`src/rtl/l1s_pkg.sv`:
```
package l1s_pkg;

   // Which level-one RAM serves (or is guessed to serve) an access.
   typedef enum logic {
      TGT_CACHE = 1'b0,
      TGT_TCM   = 1'b1
   } tgt_e;

endpackage

```
`src/rtl/l1s_region_match.sv`:
```
// Decides whether an address falls in the naturally aligned TCM window.
module l1s_region_match #(
   parameter int ADDR_W = 32,
   parameter int LOG_W  = 6
) (
   input  logic [ADDR_W-1:0] addr,
   input  logic [ADDR_W-1:0] base,
   input  logic [LOG_W-1:0]  size_log2,
   output logic              in_window
);

   logic [ADDR_W-1:0] keep_mask;

   // Bit i survives the mask when it lies at or above the window size exponent.
   for (genvar i = 0; i < ADDR_W; i++) begin : g_mask
      assign keep_mask[i] = (size_log2 <= LOG_W'(i));
   end

   assign in_window = ((addr & keep_mask) == base);

endmodule

```
`src/rtl/l1s_target_pred.sv`:
```
// Holds the last served target; produces the guess and the resolved target.
module l1s_target_pred
   import l1s_pkg::*;
(
   input  logic clk,
   input  logic rst_n,
   input  logic accept,
   input  logic req_seq,
   input  logic in_window,
   output tgt_e guess,
   output tgt_e resolved
);

   tgt_e last_q;

   assign guess    = last_q;
   assign resolved = req_seq ? last_q : (in_window ? TGT_TCM : TGT_CACHE);

   always_ff @(posedge clk or negedge rst_n) begin
      if (!rst_n) begin
         last_q <= TGT_CACHE;
      end else if (accept) begin
         last_q <= resolved;
      end
   end

endmodule

```
`src/rtl/l1s_access_seq.sv`:
```
// Issues the speculative read, checks the guess one cycle later and replays.
module l1s_access_seq
   import l1s_pkg::*;
#(
   parameter int ADDR_W = 32
) (
   input  logic              clk,
   input  logic              rst_n,
   input  logic              req_valid,
   input  logic [ADDR_W-1:0] req_addr,
   input  tgt_e              guess,
   input  tgt_e              resolved,
   output logic              accept,
   output logic              stall,
   output logic              tcm_ce,
   output logic              cache_ce,
   output logic [ADDR_W-1:0] ram_addr,
   output logic              rsp_valid,
   output tgt_e              rsp_tgt
);

   logic              look_q;     // a speculative read is returning this cycle
   logic              replay_q;   // the replayed read is returning this cycle
   tgt_e              look_guess_q;
   tgt_e              look_tgt_q;
   logic [ADDR_W-1:0] look_addr_q;
   logic              wrong;

   assign wrong     = look_q && (look_guess_q != look_tgt_q);
   assign stall     = wrong || replay_q;
   assign accept    = rst_n && req_valid && !stall;
   assign rsp_valid = (look_q && !wrong) || replay_q;
   assign rsp_tgt   = look_tgt_q;

   always_comb begin
      tcm_ce   = 1'b0;
      cache_ce = 1'b0;
      ram_addr = req_addr;
      if (wrong) begin
         ram_addr = look_addr_q;
         tcm_ce   = (look_tgt_q == TGT_TCM);
         cache_ce = (look_tgt_q == TGT_CACHE);
      end else if (accept) begin
         tcm_ce   = (guess == TGT_TCM);
         cache_ce = (guess == TGT_CACHE);
      end
   end

   always_ff @(posedge clk or negedge rst_n) begin
      if (!rst_n) begin
         look_q       <= 1'b0;
         replay_q     <= 1'b0;
         look_guess_q <= TGT_CACHE;
         look_tgt_q   <= TGT_CACHE;
         look_addr_q  <= '0;
      end else begin
         look_q   <= accept;
         replay_q <= wrong;
         if (accept) begin
            look_guess_q <= guess;
            look_tgt_q   <= resolved;
            look_addr_q  <= req_addr;
         end
      end
   end

endmodule

```
`src/rtl/l1s_rsp_sel.sv`:
```
// Picks the returning RAM's data and forms the hit flag.
module l1s_rsp_sel
   import l1s_pkg::*;
#(
   parameter int DATA_W = 32
) (
   input  tgt_e              rsp_tgt,
   input  logic [DATA_W-1:0] tcm_rdata,
   input  logic [DATA_W-1:0] cache_rdata,
   input  logic              cache_hit,
   output logic [DATA_W-1:0] rsp_data,
   output logic              rsp_hit,
   output logic              rsp_from_tcm
);

   assign rsp_from_tcm = (rsp_tgt == TGT_TCM);
   assign rsp_data     = rsp_from_tcm ? tcm_rdata : cache_rdata;
   assign rsp_hit      = rsp_from_tcm | cache_hit;

endmodule

```
`src/rtl/l1_read_steer.sv`:
```
module l1_read_steer
   import l1s_pkg::*;
#(
   parameter  int ADDR_W = 32,
   parameter  int DATA_W = 32,
   localparam int LOG_W  = $clog2(ADDR_W + 1)
) (
   input  logic              clk,
   input  logic              rst_n,
   input  logic [ADDR_W-1:0] cfg_tcm_base,
   input  logic [LOG_W-1:0]  cfg_tcm_log2,
   input  logic              req_valid,
   input  logic [ADDR_W-1:0] req_addr,
   input  logic              req_seq,
   output logic              req_stall,
   output logic              tcm_ce,
   output logic              cache_ce,
   output logic [ADDR_W-1:0] ram_addr,
   input  logic [DATA_W-1:0] tcm_rdata,
   input  logic [DATA_W-1:0] cache_rdata,
   input  logic              cache_hit,
   output logic              rsp_valid,
   output logic [DATA_W-1:0] rsp_data,
   output logic              rsp_hit,
   output logic              rsp_from_tcm
);

   if (ADDR_W < 8 || ADDR_W > 64) begin : g_bad_addr_w
      $error("l1_read_steer: ADDR_W must lie in 8..64");
   end
   if (DATA_W < 8) begin : g_bad_data_w
      $error("l1_read_steer: DATA_W must be at least 8");
   end

   logic in_window;
   logic accept;
   tgt_e guess;
   tgt_e resolved;
   tgt_e rsp_tgt;

   l1s_region_match #(.ADDR_W(ADDR_W), .LOG_W(LOG_W)) u_region (
      .addr      (req_addr),
      .base      (cfg_tcm_base),
      .size_log2 (cfg_tcm_log2),
      .in_window (in_window)
   );

   l1s_target_pred u_pred (
      .clk       (clk),
      .rst_n     (rst_n),
      .accept    (accept),
      .req_seq   (req_seq),
      .in_window (in_window),
      .guess     (guess),
      .resolved  (resolved)
   );

   l1s_access_seq #(.ADDR_W(ADDR_W)) u_seq (
      .clk       (clk),
      .rst_n     (rst_n),
      .req_valid (req_valid),
      .req_addr  (req_addr),
      .guess     (guess),
      .resolved  (resolved),
      .accept    (accept),
      .stall     (req_stall),
      .tcm_ce    (tcm_ce),
      .cache_ce  (cache_ce),
      .ram_addr  (ram_addr),
      .rsp_valid (rsp_valid),
      .rsp_tgt   (rsp_tgt)
   );

   l1s_rsp_sel #(.DATA_W(DATA_W)) u_rsp (
      .rsp_tgt      (rsp_tgt),
      .tcm_rdata    (tcm_rdata),
      .cache_rdata  (cache_rdata),
      .cache_hit    (cache_hit),
      .rsp_data     (rsp_data),
      .rsp_hit      (rsp_hit),
      .rsp_from_tcm (rsp_from_tcm)
   );

endmodule

```
`config.mk`:
```
export PLATFORM = sky130hd
export DESIGN_NAME = l1_read_steer
export DESIGN_NICKNAME = d
export VERILOG_FILES = /design/src/rtl/l1s_pkg.sv /design/src/rtl/l1s_region_match.sv /design/src/rtl/l1s_target_pred.sv /design/src/rtl/l1s_access_seq.sv /design/src/rtl/l1s_rsp_sel.sv /design/src/rtl/l1_read_steer.sv
export SDC_FILE = /design/constraint.sdc
export NUM_CORES = 1
export LEC_CHECK = 0
export CAP_MARGIN = 5
export CORE_ASPECT_RATIO = 1.1
export CORE_MARGIN = 5
export CORE_UTILIZATION = 39
export CTS_CLUSTER_SIZE = 8
export DETAILED_ROUTE_END_ITERATION = 8
export PLACE_DENSITY = 0.95
export SETUP_SLACK_MARGIN = 0.02
export SYNTH_ARGS = -nofsm -noshare
export SYNTH_HDL_FRONTEND = slang
export SYNTH_SLANG_ARGS = --single-unit
export TNS_END_PERCENT = 1
```
`constraint.sdc`:
```
create_clock -name clk -period 4.3 [get_ports clk]
set_input_delay 0.43 -clock clk [delete_from_list [all_inputs] [get_ports clk]]
set_output_delay 0.43 -clock clk [all_outputs]
set_load 0.02 [all_outputs]
```
== Yosys cells after proc, flatten, opt, wreduce, memory -nomap -nowiden ==
Index checks and enable logic that the tools add are counted.

* Bits in registers: 36
* Input port bits: 139
* Output and inout port bits: 70
* Logic and storage cells: 60

* Magnitude comparators: 32
* Equality and inequality tests: 2
* Mux-type cells: 8
* Bitwise logic cells: 4
* Reductions and logical operators: 9

{| class="wikitable"
|+ Operator list
! operator !! number
|-
| $le 6x5->1 const B || 16
|-
| $mux 32 || 2
|-
| $le 6x4->1 const B || 8
|-
| $and 32x32->32 || 1
|-
| $eq 32x32->1 || 1
|-
| $le 6x3->1 const B || 4
|-
| $le 6x1->1 const B || 2
|-
| $le 6x2->1 const B || 2
|-
| $mux 1 || 6
|-
| $logic_and 1x1->1 || 4
|-
| $logic_not 1->1 || 2
|-
| $logic_or 1x1->1 || 2
|-
| $not 1->1 || 2
|-
| $reduce_and 2->1 || 1
|-
| $ne 1x1->1 || 1
|-
| $or 1x1->1 || 1
|}

== Longest topological paths before layout ==
* Depth in word-level cells: 7
* Depth in mapped cells: 9
* Gate-level depth less buffers: 8

== Hierarchy ==
A second synthesis with hierarchy kept.

* Cell total of the unflattened synthesis: 318
* Area total of the unflattened synthesis: 3557.2 µm²

{| class="wikitable"
|+ Modules (own cells, without submodules)
! module !! instances !! cells each !! area each (µm²) !! seq. area each (µm²)
|-
| l1s_access_seq || 1 || 130 || 2006.9 || 900.9
|-
| l1s_region_match || 1 || 146 || 938.4 || 0.0
|-
| l1s_rsp_sel || 1 || 38 || 554.3 || 0.0
|-
| l1s_target_pred || 1 || 4 || 57.6 || 25.0
|}

== Least setup slack after synthesis ==
OpenSTA, ideal clock, no wires.

* Path type: flip-flop to output port
* Start point: register u_seq.look_tgt_q, in the netlist u_seq.rsp_tgt
* End point: output port cache_ce
* Data arrival time: 1.924 ns
* Required time: 3.870 ns
* Slack: 1.946 ns
* Cell stages (with the launch flop): 9
* Buffers on the path: 2
* Path through: dfrtp_1 xor2_1 nand2_1 inv_2 nor2_1 nand3_1 clkbuf_1 clkbuf_1 a21oi_1

* Cells in the longest elaborated chain, start to end: 7
* Elaborated cells between the ends (all ways): 8
* Those cells by class: eq/ne: 1; mux: 2; bitwise: 1; reduce/logical: 4

{| class="wikitable"
|+ RTL lines
! item !! line !! source
|-
| start, declared || l1s_access_seq.sv:25 || <nowiki>tgt_e look_tgt_q;</nowiki>
|-
| start signal, assigned || l1s_access_seq.sv:61 || <nowiki>look_tgt_q <= resolved;</nowiki>
|-
| $ne 1x1->1 || l1s_access_seq.sv:29 || <nowiki>assign wrong = look_q && (look_guess_q != look_tgt_q);</nowiki>
|-
| $logic_and 1x1->1 || l1s_access_seq.sv:29 ||
|-
| $logic_or 1x1->1 || l1s_access_seq.sv:30 || <nowiki>assign stall = wrong || replay_q;</nowiki>
|-
| $logic_not 1->1 || l1s_access_seq.sv:31 || <nowiki>assign accept = rst_n && req_valid && !stall;</nowiki>
|-
| $logic_and 1x1->1 || l1s_access_seq.sv:31 ||
|-
| $mux 1 || l1s_access_seq.sv:43 || <nowiki>end else if (accept) begin</nowiki>
|-
| $mux 1 (*) || l1s_access_seq.sv:39 || <nowiki>if (wrong) begin</nowiki>
|-
| end, declared || l1_read_steer.sv:17 || <nowiki>output logic cache_ce,</nowiki>
|}

Mark *: on every way between the ends. The rest lies on a longest branch, timed or not.

== Worst setup path after layout ==
* Start point: input port cfg_tcm_log2[3]
* End point: register u_seq.look_tgt_q, in the netlist u_seq.rsp_tgt

* Cells in the longest elaborated chain, start to end: 5
* Elaborated cells between the ends (all ways): 36
* Those cells by class: order compare: 32; eq/ne: 1; mux: 2; bitwise: 1

{| class="wikitable"
|+ RTL lines
! item !! line !! source
|-
| start, declared || l1_read_steer.sv:11 || <nowiki>input logic [LOG_W-1:0] cfg_tcm_log2,</nowiki>
|-
| $le 6x1->1 (tied with other cells) || l1s_region_match.sv:16 || <nowiki>assign keep_mask[i] = (size_log2 <= LOG_W'(i));</nowiki>
|-
| $and 32x32->32 (*) || l1s_region_match.sv:19 || <nowiki>assign in_window = ((addr & keep_mask) == base);</nowiki>
|-
| $eq 32x32->1 (*) || l1s_region_match.sv:19 ||
|-
| $mux 1 (*) (2 in series) || l1s_target_pred.sv:17 || <nowiki>assign resolved = req_seq ? last_q : (in_window ? TGT_TCM : TGT_CACHE);</nowiki>
|}

Mark *: on every way between the ends. The rest lies on a longest branch, timed or not. The select of a mux whose other input is x is not followed.
A chain may end at the register's enable or synchronous reset.

==> flow_summary.ini <==
[drt]
dr_total_vias = 3902
ant_nets = 0
drc = 0
wl_um = 14800
drtIter0Drc = 351
dr.pass1.iters = 5
routed_via_density = 5.28
wl_per_cell_um = 20.0

[floorplan]
die_area_um2 = 9860
core-area_um2 = 7830
die_w_um = 95.1
row_count = 34
initial_utilization_pct = 39.7
fp.dieH_um = 104
io_pins = 209

[logic_synthesis]
synth-edff-count = 0
ys_seq_area_share_pct = 29.0
ys_ff_latch = 36
synth-simple-area-share_pct = 36.2
synth-xor-area-share_pct = 5.35
syn_inst = 437
synth_fa_ha_area_share_pct = 0
synth_top_area_share_pct = 29.0
syn-num-nets = 576
synth_top_area_cell = dfrtp_1
synth_top_family_by_area = simple AND/OR/NAND/NOR gates
muxShareOfSynthArea_pct = 11.6
synth_area_um2 = 3110
synth_warnings = 0
async_flop_share_pct = 100
synth_flop_cell = dfrtp_1
syn_avg_cell_area_um2 = 7.11
synth_compound_area_share_pct = 11.7
yosysUniqueCellTypes = 53
synth.top_cells.by_area = dfrtp_1 (29%), nand2_1 (24%), mux2_2 (12%)

[global_routing]
grt_max_degree = 40
grt_overflow = 0
grt_use_total_pct = 29.7
antenna_found_initial = 4
grt_pass1_vias = 4004
grt_pass1_wl_um = 22200

[timing]
hold_slack_ns = 0.263
hold_viol_final = 0
setup_viol = 0
skew_ns = 0.00307
relSlewSlack_pct = 37.8
max_freq_mhz = 347
tightest_slew_ns = 0.932
rsz0062_at_grt = no
finalCritPeriodShare_pct = 66.9
period_minus_slack_ns = 2.88
fin_setup_tns_ns = 0
maxSlewViolCount = 0

[placed_design]
port_buffers = 208
gp_congestion = 0.917
dp_cells = 731
place_hpwl_um = 12100

[worst_setup_path]
cp.required_ns = 4.52
start_kind = input port
arrival_ns = 3.10
path_max_fanout = 20
end_kind = flip-flop
critical_path_class = in2reg

[cts]
cts-root-buf = clkbuf_8
cts_setup_buffers = 0
holdBufCountCts = 0
insertion_delay_ns = 0.30
cts_tree = built
cts_max_level = 2
cts_buffers = 5
cts_resized = 0
clk_pin_slew_worst_paths_ns = 0.08
cts.sinks = 36
cts_buffer_depth = 2

[power_and_ir_drop]
p_leak_nw = 2.31
p_per_area_nw_per_um2 = 213
peakVddDrop_uv = 144

[finish]
instances_no_fill = 739
drive_above_1_share_pct = 9.03
diodes = 0
fillerInstances = 686
syn_to_final_growth_pct = 71.1
nets = 769

[flow_run]
drv_cap = 0

[outcome]
status = complete, no violations

[min_path]
hp-class = in2async
## power by group
group	switching [mW]	total (mW)	internal, mW
combinational	0.199	0.429	0.230
clock	0.133	0.305	0.172
sequential	0.0205	0.397	0.376
## worst max-delay path, cell delays in order
cell	delay, ns
clkdlybuf4s50_1	0.83
nand2b_1	0.34
a222oi_1	0.34
o2111ai_1	0.16
nor3_1	0.20
nand4_1	0.11
or4_1	0.53
o21ai_1	0.16
## sequential cells by signal, indices dropped and copies added (netlist names)
signal,cells
u_seq.look_addr_q,32
u_seq.look_guess_q,1
u_seq.look_q,1
u_seq.replay_q,1
u_seq.rsp_tgt,1
## placed cells by master (no fill, tap or decap), types with 4 or more instances in the layout
| cell type | n |
|---|---|
| xor2_1 | 7 |
| o211ai_1 | 4 |
| o21ai_1 | 4 |
| inv_1 | 10 |
| mux2_2 | 32 |
| nand2b_1 | 7 |
| o21ai_0 | 11 |
| nor2_1 | 13 |
| xnor2_1 | 12 |
| dfrtp_1 | 36 |
| clkdlybuf4s50_1 | 207 |
| nand3b_1 | 7 |
| a21oi_1 | 6 |
| nand2_1 | 196 |
| clkbuf_8 | 5 |
| buf_4 | 5 |
| nand4_1 | 4 |
| nand3_1 | 9 |
## cell usage after synthesis, types with 6 or more instances
cell type and instances:
a21oi_1 6, clkbuf_1 17, dfrtp_1 36, inv_1 10, mux2_2 32, nand2_1 196, nand2b_1 7, nand3_1 9
nand3b_1 7, nor2_1 13, o21ai_0 11, xnor2_1 12, xor2_1 7
## stage by stage
stage	setup WS, ns	total power [mW]	util [%]	instance area, µm²
floorplan	1.95	0.578	-	3110
global placement	1.26	0.818	66.5	5210
detailed placement	1.18	0.830	66.5	5210
CTS	1.44	1.13	67.9	5320
global route	1.24	1.18	67.9	5320
finish	1.42	1.13	67.9	5320
## kinds of logic after synthesis
kind of cell | after synthesis
and+or+nand+nor | 260
AOI/OAI and AO/OA | 52
buffers and inverters | 38
DFF | 36
muxes | 32
xor gates and xnor gates | 19
## worst paths after layout
path,cells past startpoint,slack (ns),endpoint,start
worst max register to register,9,1.52,u_seq.look_addr_q[20],u_seq.rsp_tgt
worst min register to register,2,0.48,u_seq.look_addr_q[31],u_seq.look_addr_q[31]
worst min-delay path,2,0.26,u_seq.look_addr_q[19],rst_n
worst max-delay path,8,1.42,u_seq.rsp_tgt,cfg_tcm_log2[3]
max in group asynchronous,2,3.72,u_seq.look_addr_q[28],rst_n
min in group clk,2,0.48,u_seq.look_addr_q[31],u_seq.look_addr_q[31]
## area by class of cell
type | instances | area, µm² | share of cell area [%]
multi-input combinational | 363 | 2010 | 37.9
clock inverter | 3 | 42.5 | 0.800
timing repair buffer | 213 | 2110 | 39.8
sequential | 36 | 901 | 16.9
inverter | 11 | 41.3 | 0.776
tap | 108 | 135 | 2.54
clock buffer | 5 | 68.8 | 1.29
## routing by layer
metal	routed length (µm)	global-route usage, %	vias to the layer above	part of all wire [%]
met5	69	0	-	0.47
met4	546	11.4	8	3.7
met3	1630	9.06	40	11
met2	7330	52.3	234	50
met1	5220	32.4	1777	35
li1	-	-	1843	-
Power figures use the tool's default switching activity.
